## config.mk

```make
export PLATFORM = sky130hd
export DESIGN_NAME = mdio_page_bridge
export DESIGN_NICKNAME = d
export VERILOG_FILES = /design/src/rtl/mdio_bridge_pkg.sv /design/src/rtl/mdio_frame_rx.sv /design/src/rtl/mdio_addr_map.sv /design/src/rtl/mdio_word_engine.sv /design/src/rtl/mdio_page_bridge.sv
export SDC_FILE = /design/constraint.sdc
export NUM_CORES = 1
export LEC_CHECK = 0
export ABC_AREA = 1
export BUFFER_PORTS_ARGS = -buffer_cell sky130_fd_sc_hd__buf_2
export CAP_MARGIN = 5
export CORE_ASPECT_RATIO = 1.75
export CORE_MARGIN = 2
export CORE_UTILIZATION = 30
export CTS_CLUSTER_DIAMETER = 150
export DETAILED_ROUTE_END_ITERATION = 8
export PLACE_DENSITY = 0.54
export SYNTH_ARGS = -nofsm -noshare
export SYNTH_HDL_FRONTEND = slang
export SYNTH_SLANG_ARGS = --single-unit
```

## constraint.sdc

```tcl
create_clock -name clk -period 3 [get_ports clk]
set_input_delay 0.45 -clock clk [delete_from_list [all_inputs] [get_ports clk]]
set_output_delay 0.45 -clock clk [all_outputs]
set_load 0.01 [all_outputs]
```

## src/rtl/mdio_bridge_pkg.sv

```systemverilog
package mdio_bridge_pkg;
  typedef enum logic [1:0] {
    ACC_NONE = 2'd0,
    ACC_PAGE = 2'd1,
    ACC_DATA = 2'd2
  } acc_kind_e;

  typedef enum logic [1:0] {
    RX_IDLE  = 2'd0,
    RX_START = 2'd1,
    RX_HDR   = 2'd2,
    RX_BODY  = 2'd3
  } rx_state_e;

  localparam logic [1:0] OPC_READ  = 2'b10;
  localparam logic [1:0] OPC_WRITE = 2'b01;
  localparam int HDR_BITS  = 12;  // opcode, phy address, register number
  localparam int BODY_BITS = 18;  // turnaround plus 16 data bits
endpackage

```

## src/rtl/mdio_frame_rx.sv

```systemverilog
module mdio_frame_rx
  import mdio_bridge_pkg::*;
#(
  parameter int PRE_LEN = 32
) (
  input  logic        clk,
  input  logic        rst,
  input  logic        mdc,
  input  logic        mdio_i,
  input  logic        accept,
  input  logic [15:0] rd_word16,
  output logic [1:0]  hdr_op,
  output logic [4:0]  hdr_phy,
  output logic [4:0]  hdr_reg,
  output logic        hdr_stb,
  output logic        wr_stb,
  output logic [15:0] wr_data,
  output logic        mdio_o,
  output logic        mdio_oe
);
  localparam int ONES_W = $clog2(PRE_LEN + 1);
  localparam int CNT_W  = $clog2(BODY_BITS + 1);

  logic [2:0]          mdc_q;
  logic [1:0]          dio_q;
  logic                tick;
  logic                din;
  rx_state_e           st;
  logic [ONES_W-1:0]   ones;
  logic [CNT_W-1:0]    cnt;
  logic [HDR_BITS-1:0] hdr_sr;
  logic [15:0]         body_sr;
  logic [16:0]         tx;
  logic                rd_frame;

  assign tick     = mdc_q[1] & ~mdc_q[2];
  assign din      = dio_q[1];
  assign hdr_op   = hdr_sr[11:10];
  assign hdr_phy  = hdr_sr[9:5];
  assign hdr_reg  = hdr_sr[4:0];
  assign wr_data  = body_sr;
  assign mdio_o   = tx[16];
  assign rd_frame = (hdr_op == OPC_READ) && accept;

  always_ff @(posedge clk) begin
    if (rst) begin
      mdc_q <= '0;
      dio_q <= '1;
    end else begin
      mdc_q <= {mdc_q[1:0], mdc};
      dio_q <= {dio_q[0], mdio_i};
    end
  end

  always_ff @(posedge clk) begin
    if (rst) begin
      st      <= RX_IDLE;
      ones    <= '0;
      cnt     <= '0;
      hdr_sr  <= '0;
      body_sr <= '0;
      hdr_stb <= 1'b0;
      wr_stb  <= 1'b0;
      mdio_oe <= 1'b0;
      tx      <= '0;
    end else begin
      hdr_stb <= 1'b0;
      wr_stb  <= 1'b0;
      if (tick) begin
        case (st)
          RX_IDLE: begin
            if (din) begin
              if (ones != ONES_W'(PRE_LEN)) ones <= ones + 1'b1;
            end else begin
              if (ones == ONES_W'(PRE_LEN)) st <= RX_START;
              ones <= '0;
            end
          end
          RX_START: begin
            st  <= din ? RX_HDR : RX_IDLE;
            cnt <= '0;
          end
          RX_HDR: begin
            hdr_sr <= {hdr_sr[HDR_BITS-2:0], din};
            cnt    <= cnt + 1'b1;
            if (cnt == CNT_W'(HDR_BITS - 1)) begin
              st      <= RX_BODY;
              cnt     <= '0;
              hdr_stb <= 1'b1;
            end
          end
          default: begin
            body_sr <= {body_sr[14:0], din};
            cnt     <= cnt + 1'b1;
            if (rd_frame) begin
              if (cnt == '0) begin
                mdio_oe <= 1'b1;
                tx      <= {1'b0, rd_word16};
              end else if (cnt == CNT_W'(BODY_BITS - 1)) begin
                mdio_oe <= 1'b0;
              end else begin
                tx <= {tx[15:0], 1'b0};
              end
            end
            if (cnt == CNT_W'(BODY_BITS - 1)) begin
              st     <= RX_IDLE;
              cnt    <= '0;
              ones   <= '0;
              wr_stb <= (hdr_op == OPC_WRITE);
            end
          end
        endcase
      end
    end
  end
endmodule

```

## src/rtl/mdio_addr_map.sv

```systemverilog
module mdio_addr_map
  import mdio_bridge_pkg::*;
#(
  parameter int          PAGE_W   = 9,
  parameter logic [4:0]  PHY_BASE = 5'h10,
  parameter logic [4:0]  PAGE_PHY = 5'h18
) (
  input  logic [1:0]        op,
  input  logic [4:0]        phy,
  input  logic [4:0]        regn,
  input  logic [PAGE_W-1:0] page,
  output acc_kind_e         kind,
  output logic              half,
  output logic              accept,
  output logic [PAGE_W+8:0] addr
);
  logic op_ok;

  assign op_ok  = (op == OPC_READ) || (op == OPC_WRITE);
  assign half   = regn[0];
  assign addr   = {page, phy[2:0], regn[4:1], 2'b00};
  assign accept = (kind != ACC_NONE);

  always_comb begin
    kind = ACC_NONE;
    if (op_ok) begin
      if (phy == PAGE_PHY) begin
        if (regn == 5'd0) kind = ACC_PAGE;
      end else if (phy[4:3] == PHY_BASE[4:3]) begin
        kind = ACC_DATA;
      end
    end
  end
endmodule

```

## src/rtl/mdio_word_engine.sv

```systemverilog
module mdio_word_engine
  import mdio_bridge_pkg::*;
#(
  parameter int          PAGE_W   = 9,
  parameter logic [31:0] ID_VALUE = 32'h0000_0101
) (
  input  logic              clk,
  input  logic              rst,
  input  logic              hdr_stb,
  input  logic              wr_stb,
  input  logic [1:0]        hdr_op,
  input  acc_kind_e         kind,
  input  logic              half,
  input  logic [PAGE_W+8:0] addr,
  input  logic [15:0]       wr_data,
  output logic [15:0]       rd_word16,
  output logic [PAGE_W-1:0] page,
  output logic [PAGE_W+8:0] bus_addr,
  output logic [31:0]       bus_wdata,
  output logic              bus_we,
  output logic              bus_re,
  input  logic [31:0]       bus_rdata
);
  logic [15:0] wr_hold;
  logic [15:0] rd_hold;
  logic        cap;

  always_ff @(posedge clk) begin
    if (rst) begin
      rd_word16 <= '0;
      page      <= '0;
      bus_addr  <= '0;
      bus_wdata <= '0;
      bus_we    <= 1'b0;
      bus_re    <= 1'b0;
      wr_hold   <= '0;
      rd_hold   <= '0;
      cap       <= 1'b0;
    end else begin
      bus_we <= 1'b0;
      bus_re <= 1'b0;
      cap    <= bus_re;
      if (cap) begin
        rd_word16 <= bus_rdata[15:0];
        rd_hold   <= bus_rdata[31:16];
      end
      if (hdr_stb && hdr_op == OPC_READ) begin
        case (kind)
          ACC_PAGE: rd_word16 <= 16'(page);
          ACC_DATA: begin
            if (half) begin
              rd_word16 <= rd_hold;
            end else if (addr == '0) begin
              rd_word16 <= ID_VALUE[15:0];
              rd_hold   <= ID_VALUE[31:16];
            end else begin
              bus_re   <= 1'b1;
              bus_addr <= addr;
            end
          end
          default: ;
        endcase
      end
      if (wr_stb) begin
        case (kind)
          ACC_PAGE: page <= wr_data[PAGE_W-1:0];
          ACC_DATA: begin
            if (half) begin
              wr_hold <= wr_data;
            end else begin
              bus_we    <= 1'b1;
              bus_addr  <= addr;
              bus_wdata <= {wr_hold, wr_data};
            end
          end
          default: ;
        endcase
      end
    end
  end
endmodule

```

## src/rtl/mdio_page_bridge.sv

```systemverilog
module mdio_page_bridge
  import mdio_bridge_pkg::*;
#(
  parameter int          PAGE_W   = 9,
  parameter logic [4:0]  PHY_BASE = 5'h10,
  parameter logic [4:0]  PAGE_PHY = 5'h18,
  parameter int          PRE_LEN  = 32,
  parameter logic [31:0] ID_VALUE = 32'h0000_0101
) (
  input  logic              clk,
  input  logic              rst,
  input  logic              mdc,
  input  logic              mdio_i,
  output logic              mdio_o,
  output logic              mdio_oe,
  output logic [PAGE_W+8:0] bus_addr,
  output logic [31:0]       bus_wdata,
  output logic              bus_we,
  output logic              bus_re,
  input  logic [31:0]       bus_rdata
);
  logic [1:0]        hdr_op;
  logic [4:0]        hdr_phy;
  logic [4:0]        hdr_reg;
  logic              hdr_stb;
  logic              wr_stb;
  logic [15:0]       wr_data;
  logic [15:0]       rd_word16;
  logic [PAGE_W-1:0] page;
  acc_kind_e         kind;
  logic              half;
  logic              accept;
  logic [PAGE_W+8:0] map_addr;

  mdio_frame_rx #(.PRE_LEN(PRE_LEN)) rx_i (
    .clk(clk), .rst(rst), .mdc(mdc), .mdio_i(mdio_i),
    .accept(accept), .rd_word16(rd_word16),
    .hdr_op(hdr_op), .hdr_phy(hdr_phy), .hdr_reg(hdr_reg),
    .hdr_stb(hdr_stb), .wr_stb(wr_stb), .wr_data(wr_data),
    .mdio_o(mdio_o), .mdio_oe(mdio_oe)
  );

  mdio_addr_map #(.PAGE_W(PAGE_W), .PHY_BASE(PHY_BASE), .PAGE_PHY(PAGE_PHY)) map_i (
    .op(hdr_op), .phy(hdr_phy), .regn(hdr_reg), .page(page),
    .kind(kind), .half(half), .accept(accept), .addr(map_addr)
  );

  mdio_word_engine #(.PAGE_W(PAGE_W), .ID_VALUE(ID_VALUE)) eng_i (
    .clk(clk), .rst(rst), .hdr_stb(hdr_stb), .wr_stb(wr_stb),
    .hdr_op(hdr_op), .kind(kind), .half(half), .addr(map_addr),
    .wr_data(wr_data), .rd_word16(rd_word16), .page(page),
    .bus_addr(bus_addr), .bus_wdata(bus_wdata), .bus_we(bus_we),
    .bus_re(bus_re), .bus_rdata(bus_rdata)
  );
endmodule

```

======== After elaboration in Yosys (flattened, before gate mapping) ========
Cells that the tools add are included.
storage, ports and cells
  register bits ........................... 176
cells by class
  add/subtract/negate cells ............... 2
  equal/unequal tests ..................... 17
  multiplexer cells ....................... 41
  bitwise gates (word level) .............. 12
  reduce and logical (&&, ||, !) cells .... 27
operators by type and width
  operator               number
  $mux W16               9
  $mux W18               7
  $mux W17               2
  $pmux W16 S2           1
  $logic_not A18 Y1      1
  $mux W6                3
  $mux W2                8
  $pmux W5 S3            1
  $pmux W6 S2            1
  $reduce_and A4 Y1      3
  $not A1 Y1             11
  $eq A5 B5 Y1 const B   2
  $logic_not A5 Y1       2
  $mux W5                2
  $reduce_or A3 Y1       3
  $eq A2 B2 Y1 const B   4
  $reduce_and A2 Y1      4
  $add A6 B1 Y6 const B  1
  $eq A2 B1 Y1 const B   3
  $eq A6 B6 Y1 const B   1
  $mux W1                6
  $ne A2 B1 Y1 const B   3
  $ne A6 B6 Y1 const B   1
  $pmux W2 S3            1
  other kinds (15)       19

======== Longest topological paths before layout ========
Gate-level depths: netlist of run 1.
  depth after elaboration ................. 10
  gate-level depth with buffers ........... 15
  depth with buffers taken out ............ 14

======== Cells and area by module ========
Synthesis of run 1 repeated with hierarchy kept, for this count alone.
second synthesis, totals
  cells, all modules ...................... 1136
  area total of the unflattened synthesis .. 8284.2 um2
by module, submodules not included
  module            instances  cells an instance  area each (um2)
  mdio_word_engine  1          660                4978.5
  mdio_frame_rx     1          431                3059.2
  mdio_addr_map     1          45                 246.5

======== Least setup slack after synthesis of run 1 ========
Ideal clock, no wire load.
  path type ............................... register to register
  from .................................... register rx_i.hdr_sr[10]
  to ...................................... register eng_i.bus_addr[14]
  arrival ................................. 2.333 ns
  required time ........................... 2.926 ns
  slack ................................... 0.593 ns
  cell stages (with the launch flop) ...... 14
  cell sequence ........................... dfxtp_1 inv_1 ha_1 nor2_1 inv_1 nor4_1 inv_1 ha_1 nand2_1 inv_1 nand2_1 clkbuf_1 o221ai_1 a31oi_1
between the ends
  longest elaborated chain between the ends .. 9
ends and longest elaborated chain
  item                                                 line                                            RTL
  from (decl)                                          mdio_frame_rx.sv:31                             logic [HDR_BITS-1:0] hdr_sr;
  from (signal assigned)                               mdio_frame_rx.sv:84                             hdr_sr <= {hdr_sr[HDR_BITS-2:0], din};
  $eq A2 B2 Y1 / $eq A2 B1 Y1 (equally long branches)  mdio_addr_map.sv:19, mdio_word_engine.sv:47
  $logic_or A1 B1 Y1                                   mdio_addr_map.sv:19                             assign op_ok = (op == OPC_READ) || (op == OPC_WRITE);
  $mux W2                                              mdio_addr_map.sv:26                             if (op_ok) begin
  $eq A2 B2 Y1                                         mdio_word_engine.sv:48, mdio_word_engine.sv:65
  $mux W18                                             mdio_word_engine.sv:48                          case (kind)
  $mux W18                                             mdio_word_engine.sv:47                          if (hdr_stb && hdr_op == OPC_READ) begin
  $mux W18                                             mdio_word_engine.sv:68                          if (half) begin
  $mux W18                                             mdio_word_engine.sv:65                          case (kind)
  $mux W18 (*)                                         mdio_word_engine.sv:64                          if (wr_stb) begin
  to (signal assigned)                                 mdio_word_engine.sv:58                          bus_addr <= addr;
  to (signal assigned)                                 mdio_word_engine.sv:72                          bus_addr <= addr;
  to (decl)                                            mdio_word_engine.sv:18                          output logic [PAGE_W+8:0] bus_addr,
Every way passes the cells marked *; elsewhere a longest branch is shown, timed or not.
A chain may end at the register's enable or synchronous reset.

======== Worst setup path after layout of run 1 ========
  from .................................... register rx_i.hdr_sr[10]
  to ...................................... register eng_i.rd_word16[14]
between the ends
  longest elaborated chain between the ends .. 6
ends and longest elaborated chain
  item                                                 line                                         RTL
  $eq A2 B2 Y1 / $eq A2 B1 Y1 (equally long branches)  mdio_addr_map.sv:19, mdio_word_engine.sv:47
  $logic_or A1 B1 Y1                                   mdio_addr_map.sv:19
  $mux W2                                              mdio_addr_map.sv:26
  $eq A2 B2 Y1 / $eq A2 B1 Y1 (equally long branches)  mdio_word_engine.sv:48
  $pmux W16 S2                                         mdio_word_engine.sv:48
  $mux W16 (*)                                         mdio_word_engine.sv:47
  to (signal assigned)                                 mdio_word_engine.sv:49                       ACC_PAGE: rd_word16 <= 16'(page);
  to (signal assigned)                                 mdio_word_engine.sv:52                       rd_word16 <= rd_hold;
  to (signal assigned)                                 mdio_word_engine.sv:54                       rd_word16 <= ID_VALUE[15:0];
  to (decl)                                            mdio_word_engine.sv:16                       output logic [15:0] rd_word16,
Marks and branches as above.

==> results of run 1 <==
[through the flow]
stage | setup slack, ns | power (mW) | area, sq um | hold slack, ns
6_report | 0.359 | 4.69 | 8610 | 0.201
5_1_grt | 0.0730 | 4.86 | 8610 | 0.188
4_1_cts | 0.233 | 4.75 | 8610 | 0.182
3_5_place_dp | 0.250 | 2.50 | 8010 | 0.395
3_3_place_gp | 0.312 | 2.50 | 8010 | 0.389
2_1_floorplan | 0.593 | 2.46 | 7270 | 0.388
[layer usage]
metal | part of all wire (%) | track usage [%]
met1 | 43 | 17.0
met2 | 51 | 26.2
met3 | 3.2 | 2.77
met4 | 2.4 | 6.10
met5 | 0 | 0
[cell families after synthesis]
group | count (synthesis) | share of synthesized area, %
flip-flops | 176 | 48.5
XOR/XNOR | 4 | 0.482
adder cells (fa/ha/maj) | 14 | 2.41
buffers and inverters | 185 | 10.0
multiplexers | 16 | 2.48
AND/OR/NAND/NOR | 284 | 16.4
AO/OA/AOI/OAI | 267 | 19.7
[final timing paths]
check | endpoint | slack [ns]
setup / recovery | eng_i.rd_word16[14] | 0.36
hold / removal | rx_i.dio_q[0] | 0.20
setup reg to reg | eng_i.rd_word16[14] | 0.36
hold reg to reg | rx_i.mdc_q[1] | 0.41
[final cells by class]
type	count	area [sq um]
Multi-Input combinational cell	585	3020
Tap cell	308	385
Clock buffer	19	453
Fill cell	2560	15300
Sequential cell	176	3520
Clock inverter	12	148
Inverter	137	514
Timing Repair Buffer	104	571
[state kept, by name, summed over array words and instances, names as in the netlist, 3 cells and up]
name	flops
rx_i.cnt	5
eng_i.rd_hold	16
rx_i.mdc_q	3
rx_i.ones	6
eng_i.page	9
rx_i.tx	17
eng_i.bus_wdata	32
rx_i.wr_data	16
rx_i.hdr_sr	12
eng_i.wr_hold	16
eng_i.bus_addr	18
eng_i.rd_word16	16
[placed cells by master (no fill, tap or decap), types with 16 or more instances in the layout]
master / instances
sky130_fd_sc_hd__buf_2: 89
sky130_fd_sc_hd__nor2_1: 35
sky130_fd_sc_hd__inv_1: 133
sky130_fd_sc_hd__mux2_2: 16
sky130_fd_sc_hd__nand2_1: 177
sky130_fd_sc_hd__clkbuf_16: 17
sky130_fd_sc_hd__a21oi_1: 93
sky130_fd_sc_hd__o21ai_0: 122
sky130_fd_sc_hd__nand3_1: 51
sky130_fd_sc_hd__a31oi_1: 26
sky130_fd_sc_hd__dfxtp_1: 176
[worst max-delay path, delay by kind of cell, from the launching register on]
kind                     cells  cell delay (ns)
AND/OR/NAND/NOR              5             1.38
adder cells (fa/ha/maj)      2             0.58
flip-flops                   1             0.35
buffers and inverters        2             0.12
AO/OA/AOI/OAI                1             0.08
[where the power goes]
| group | total, mW | internal [mW] | switching (mW) | leakage [nW] |
|---|---|---|---|---|
| registers | 2.34 | 2.34 | 0.00357 | 1.42 |
| clock network | 2.24 | 1.29 | 0.953 | 0.289 |
| logic | 0.105 | 0.0364 | 0.0683 | 1.79 |
[timing repair]
item / 4_1_cts / 5_1_grt
endpoints found under the setup margin: 0 / 5
gates resized for setup: 0 / 1
buffers inserted: 0 / 0
==> impl_summary.log, run 1 <==
[metrics] Hold Crit Class: primary input to flop
[metrics] minimum period implied by the final worst setup slack: between 2 and 3 ns
[metrics] MaxCap Viol Count: 0
[metrics] count of flip-flops with a built-in enable after synthesis: 0
[metrics] placed cell count: ~1300
[metrics] DRC violation count after routing: 0
[metrics] drt first pass iters: 7
[metrics] clock tree sinks: 176
[metrics] total wire length after detailed routing: between 15000 and 20000 um
[metrics] status: finished clean
[metrics] transition at the pin with the smallest max-transition slack: roughly 1 ns
[metrics] number of cells on the worst reg-to-reg path: 10
[metrics] final clock period utilization by the worst path: 88.0%
[metrics] first-pass GRT wire length: 29900 um
[metrics] cell count of the worst hold path: 2
[metrics] number of standard-cell rows in the floorplan: 75
[metrics] required time worst endpoint: ~3.3 ns
[metrics] final antenna diode count: 0
[metrics] number of levels in the clock H-tree: 4
[metrics] pin count of the biggest net entering global routing: 51
[metrics] Peak Freq: 0.379 GHz
[metrics] kind of critical path: flop to flop
[metrics] count of nets after finishing: roughly 1100
[metrics] critical path's slowest cell: sky130_fd_sc_hd__nand2_1
[metrics] power density over the cells: about 540 mW/mm^2
[metrics] clock input transition at the sequential cells of the worst setup and hold paths: 0.07 ns
[metrics] fraction of the yosys area taken by sequential cells: 48.5%
[metrics] #FFs+latches synth: 176
[metrics] most frequent cells after synthesis: sky130_fd_sc_hd__nand2_1, sky130_fd_sc_hd__dfxtp_1, sky130_fd_sc_hd__inv_1
[metrics] CP endpoint kind: flop
[metrics] number of buffers inserted by port buffering: 89
[metrics] YS warnings: 0
[metrics] count of nets left with antenna violations after detail routing: 0
[metrics] Cell Chain, Critical Path: inv_1, ha_1, nor2_1, inv_1, nor4_1, ha_1, nor2_1, nand2_1, nand2_1, a21oi_1
[metrics] gpl congestion: between 0.7 and 0.8
[metrics] root cell of the clock tree: sky130_fd_sc_hd__clkbuf_16
[metrics] Die Outline Area: 0.0255 sq mm
[metrics] routed vias: slightly above 6000
[metrics] worst slew margin relative to its limit: between 30% and 40%
[metrics] startpoint of the worst-slack reg-to-reg timing path: rx_i.hdr_sr[10]
[metrics] TNS Setup: 0 ns
[metrics] GRT Util Overall: 14.7%
[metrics] origin of the worst min-delay path: mdio_i
[metrics] antenna violations before repair: 0
[metrics] area grow syn2layout: 18.5%
[metrics] IR drop worst, VDD: 0.352 mV
[metrics] clock latency reported for the late side of the worst-skew pair: 0.43 ns
[metrics] via density per instance: 4.63
[metrics] mapped cell area: 0.00727 sq mm
[metrics] dominant cell type by area after synthesis: sky130_fd_sc_hd__dfxtp_1
[metrics] width of the die: 122 um
[metrics] data arrival time of the worst path: 2.94 ns
[metrics] top cells by area in the synthesized netlist: sky130_fd_sc_hd__dfxtp_1, sky130_fd_sc_hd__nand2_1, sky130_fd_sc_hd__o21ai_0, sky130_fd_sc_hd__inv_1, sky130_fd_sc_hd__a21oi_1
[metrics] top-count cell post-synth: sky130_fd_sc_hd__nand2_1
[metrics] number of non-filler instances in the completed layout: 1341
[metrics] proportion of synthesized flip-flops having asynchronous set or reset: 0%
[metrics] layout cells sized above 1: 16.1%
[metrics] Gate Count Post-Synth: 946
[metrics] utilization after layout: 36.0%
[metrics] Setup crit start kind: flop
[metrics] crit-path max FO: 14
[metrics] effective utilization at floorplan: 30.4%
[metrics] number of global-route vias before repair: 5986
[metrics] setup repair after global routing missed its margin: no
[metrics] area share of the largest cell type after synthesis: 48.5%
[metrics] Post-DP HPWL: 13000 um
[metrics] Inserted Clock Buffers: 17
[metrics] Static Leakage: 3.50 nW
[metrics] count of final hold-check violations: 0
[metrics] most used flip-flop cell after synthesis: sky130_fd_sc_hd__dfxtp_1
[metrics] Top-Level Pins: 90
[metrics] Max Buffers Root-to-Sink: 2
[metrics] violation count after the first detailed-routing iteration: ~460
[metrics] Core Box Area: 0.0239 sq mm
[metrics] crit-path max cell delay: 0.42 ns
[metrics] TritonCTS clock tree: done
[metrics] gr ovfl total: 0
[metrics] total nets after synthesis: around 1000
[metrics] Clock Skew: 0.00790 ns
[metrics] synth unique cells: 33
[metrics] post-synthesis average cell area: 7.68 sq um
[metrics] Critical Path Start: rx_i.hdr_sr[10]
[metrics] final-report setup violation count: 0
[metrics] per-cell routed wire length: approximately 14 um
[metrics] Slew Viols, Final: 0
[metrics] hold-fix buffer count after cts: 0
[metrics] y dimension of the die: 210 um
No activity file was read; power rests on OpenSTA's default activity.
==> inputs of run 2 (changes only) <==
- ABC_AREA: 1 -> default
==> impl_summary.log, run 2 <==
[metrics] reg-to-reg setup timing slack: 0.30 ns
[metrics] Clock Skew: 0.0115 ns
[metrics] Peak Freq: 0.371 GHz
[metrics] startpoint of the worst-slack reg-to-reg timing path: rx_i.hdr_sr[10]
[metrics] clock latency reported for the late side of the worst-skew pair: 0.43 ns
[metrics] total nets after synthesis: between 800 and 900
[metrics] standard cell area after detailed placement: approximately 0.0080 sq mm
[metrics] antenna violations before repair: 2
[metrics] transition at the pin with the smallest max-transition slack: 1.03 ns
[metrics] synth unique cells: 57
[metrics] layout cells sized above 1: 17.3%
[metrics] gr ovfl total: 0
[metrics] total wire length after detailed routing: 18700 um
[metrics] number of levels in the clock H-tree: 4
[metrics] routed vias: between 5000 and 6000
[metrics] count of buffers added by post-CTS timing repair for setup: 0
[metrics] Worst Setup Slack post-DPL: 0.272 ns
[metrics] most frequent cells after synthesis: sky130_fd_sc_hd__nand2_1, sky130_fd_sc_hd__dfxtp_1, sky130_fd_sc_hd__a21oi_1
[metrics] Critical Path Start: rx_i.hdr_sr[10]
[metrics] utilization after layout: between 30% and 40%
[metrics] MaxCap Viol Count: 0
[metrics] Max Buffers Root-to-Sink: 2
[metrics] top-count cell post-synth: sky130_fd_sc_hd__nand2_1
[metrics] Inserted Clock Buffers: 17
[metrics] clock tree sinks: 176
[metrics] most frequent cells in the layout: sky130_fd_sc_hd__nand2_1, sky130_fd_sc_hd__dfxtp_1, sky130_fd_sc_hd__a21oi_1, sky130_fd_sc_hd__buf_2, sky130_fd_sc_hd__mux2i_1
[metrics] hold-fix buffer count after cts: 0
[metrics] top cells by area in the synthesized netlist: sky130_fd_sc_hd__dfxtp_1, sky130_fd_sc_hd__nand2_1, sky130_fd_sc_hd__mux2i_1, sky130_fd_sc_hd__a21oi_1, sky130_fd_sc_hd__ha_1
[metrics] placed cell count: between 1000 and 1500
[metrics] fraction of the yosys area taken by sequential cells: 48.3%
[metrics] post-synthesis average cell area: 8.74 sq um
[metrics] Resize count post-CTS: 0
[metrics] final-report setup violation count: 0
[metrics] CP endpoint kind: flop
[metrics] DRC violation count after routing: 0
[metrics] drt first pass iters: 4
[metrics] Core Box Area: about 0.024 sq mm
[metrics] per-cell routed wire length: 15.3 um
[metrics] #FFs+latches synth: approximately 180
[metrics] setup repair after global routing missed its margin: no
[metrics] Top-Level Pins: 90
[metrics] width of the die: 122 um
[metrics] proportion of synthesized flip-flops having asynchronous set or reset: 0%
[metrics] y dimension of the die: 210 um
[metrics] status: finished clean
[metrics] power density over the cells: 547 mW/mm^2
[metrics] count of final hold-check violations: 0
[metrics] TNS Setup: 0 ns
[metrics] Layout Cell Area excl Fill: 0.00864 sq mm
[metrics] register containing the most flip-flops in the final layout: eng_i.bus_wdata
[metrics] Overall Power: 4.73 mW
[metrics] area share of the largest cell type after synthesis: between 40% and 50%
[metrics] final antenna diode count: 0
[metrics] area grow syn2layout: 18.3%
[metrics] leading cell type in the layout, fill and taps excluded: sky130_fd_sc_hd__nand2_1
[metrics] YS warnings: 0
[metrics] TritonCTS clock tree: done
[metrics] flip-flop count of the largest register, all copies and words added: 32
[metrics] pin count of the biggest net entering global routing: 97
[metrics] count of nets left with antenna violations after detail routing: 0
[metrics] number of global-route vias before repair: ~6000
[metrics] effective utilization at floorplan: 30.5%
[metrics] violation count after the first detailed-routing iteration: approximately 230
[metrics] gpl congestion: 0.810
[metrics] GRT Util Overall: 15.3%
[metrics] data arrival time of the worst path: 3.05 ns
[metrics] Die Outline Area: 0.0257 sq mm
[metrics] number of cells on the worst reg-to-reg path: 10
[metrics] first-pass GRT wire length: about 31000 um
[metrics] Setup crit end: eng_i.bus_addr[7]
[metrics] crit-path max FO: 17
[metrics] minimum period implied by the final worst setup slack: ~2.7 ns
[metrics] number of non-filler instances in the completed layout: 1223
[metrics] Static Leakage: 3.11 nW
[metrics] hold slack: 0.205 ns
[metrics] Slew Viols, Final: 0
[metrics] count of flip-flops with a built-in enable after synthesis: 0
[metrics] required time worst endpoint: 3.35 ns
[metrics] kind of critical path: flop to flop
[metrics] mapped cell area: 0.00730 sq mm
[metrics] Hold Crit Class: primary input to flop
[metrics] clock input transition at the sequential cells of the worst setup and hold paths: roughly 0.060 ns
[metrics] Gate Count Post-Synth: 835
[metrics] dominant cell type by area after synthesis: sky130_fd_sc_hd__dfxtp_1
[metrics] count of nets after finishing: 953
[metrics] Worst Setup Slack, final: 0.302 ns
[metrics] IR drop worst, VDD: 0.298 mV
[metrics] reg-to-reg critical path endpoint: eng_i.bus_addr[7]
[metrics] Setup crit start kind: flop
[metrics] final clock period utilization by the worst path: 89.9%
[metrics] root cell of the clock tree: sky130_fd_sc_hd__clkbuf_16
[metrics] number of standard-cell rows in the floorplan: 75
[metrics] most used flip-flop cell after synthesis: sky130_fd_sc_hd__dfxtp_1
[metrics] registers with the most flip-flops: eng_i.bus_wdata x32, eng_i.bus_addr x18, rx_i.tx x17
[metrics] number of buffers inserted by port buffering: 89
[metrics] via density per instance: 4.80
[metrics] Post-DP HPWL: 13500 um
[metrics] worst slew margin relative to its limit: 31.1%
-- run 2: cell count changes after synthesis, moves of 8 or more --
cell,before,now
sky130_fd_sc_hd__a211oi_1,0,18
sky130_fd_sc_hd__a21o_1,0,8
sky130_fd_sc_hd__a21oi_1,93,105
sky130_fd_sc_hd__a221oi_1,0,9
sky130_fd_sc_hd__a31oi_1,26,10
sky130_fd_sc_hd__and2_1,0,8
sky130_fd_sc_hd__inv_1,134,13
sky130_fd_sc_hd__mux2_2,16,0
sky130_fd_sc_hd__mux2i_1,0,64
sky130_fd_sc_hd__nand2_1,177,212
sky130_fd_sc_hd__nand3_1,52,13
sky130_fd_sc_hd__o21ai_0,122,3
sky130_fd_sc_hd__o221ai_1,9,0
-- run 2: power breakdown --
group,internal (mW),switching [mW]
Combinational,0.0303,0.0619
Clock,1.33,0.962
Sequential,2.34,0.00441
Total,3.70,1.03
-- run 2: layout make-up --
class / count / area (sq um)
fillers: 2513 / 15300
clock buffers: 18 / 429
well taps: 308 / 385
inverters: 13 / 48.8
multi-input cells: 586 / 3450
repair buffers: 109 / 623
flip-flops and latches: 176 / 3520
clock inverters: 13 / 174
-- run 2: how the worst min path moves through the flow --
stage,cells past startpoint,from,to
floorplan,1,rx_i.dio_q[0],rx_i.dio_q[1]
global placement,1,rx_i.dio_q[0],rx_i.dio_q[1]
detailed placement,1,rx_i.dio_q[0],rx_i.dio_q[1]
CTS,2,mdio_i,rx_i.dio_q[0]
global route,2,mdio_i,rx_i.dio_q[0]
finish,2,mdio_i,rx_i.dio_q[0]
-- run 2: metal layers --
| metal | track usage [%] | wire length [um] | vias to the layer above |
|---|---|---|---|
| li1 | - | - | 3005 |
| met3 | 3.57 | 644 | 29 |
| met5 | 0 | 21 | - |
| met1 | 16.6 | 7450 | 2751 |
| met2 | 28.4 | 10100 | 78 |
| met4 | 5.63 | 395 | 4 |
-- run 2: logic make-up after synthesis --
group / Yosys count / synth area share, %
flops: 176 / 48.3
xor+xnor: 3 / 0.360
compound gates: 178 / 14.9
fa+ha+maj: 14 / 2.40
simple gates: 327 / 20.6
mux: 64 / 8.77
buf+inv: 73 / 4.64
-- run 2: critical path, cell delays in order, from the launching register on --
cell and delay [ns]:
sky130_fd_sc_hd__dfxtp_1 0.38, sky130_fd_sc_hd__inv_1 0.06, sky130_fd_sc_hd__ha_1 0.30, sky130_fd_sc_hd__or3b_2 0.49
sky130_fd_sc_hd__inv_1 0.07, sky130_fd_sc_hd__ha_1 0.21, sky130_fd_sc_hd__nor2b_1 0.26, sky130_fd_sc_hd__o21ai_0 0.21
sky130_fd_sc_hd__a31oi_2 0.25, sky130_fd_sc_hd__buf_12 0.21, sky130_fd_sc_hd__mux2i_1 0.20
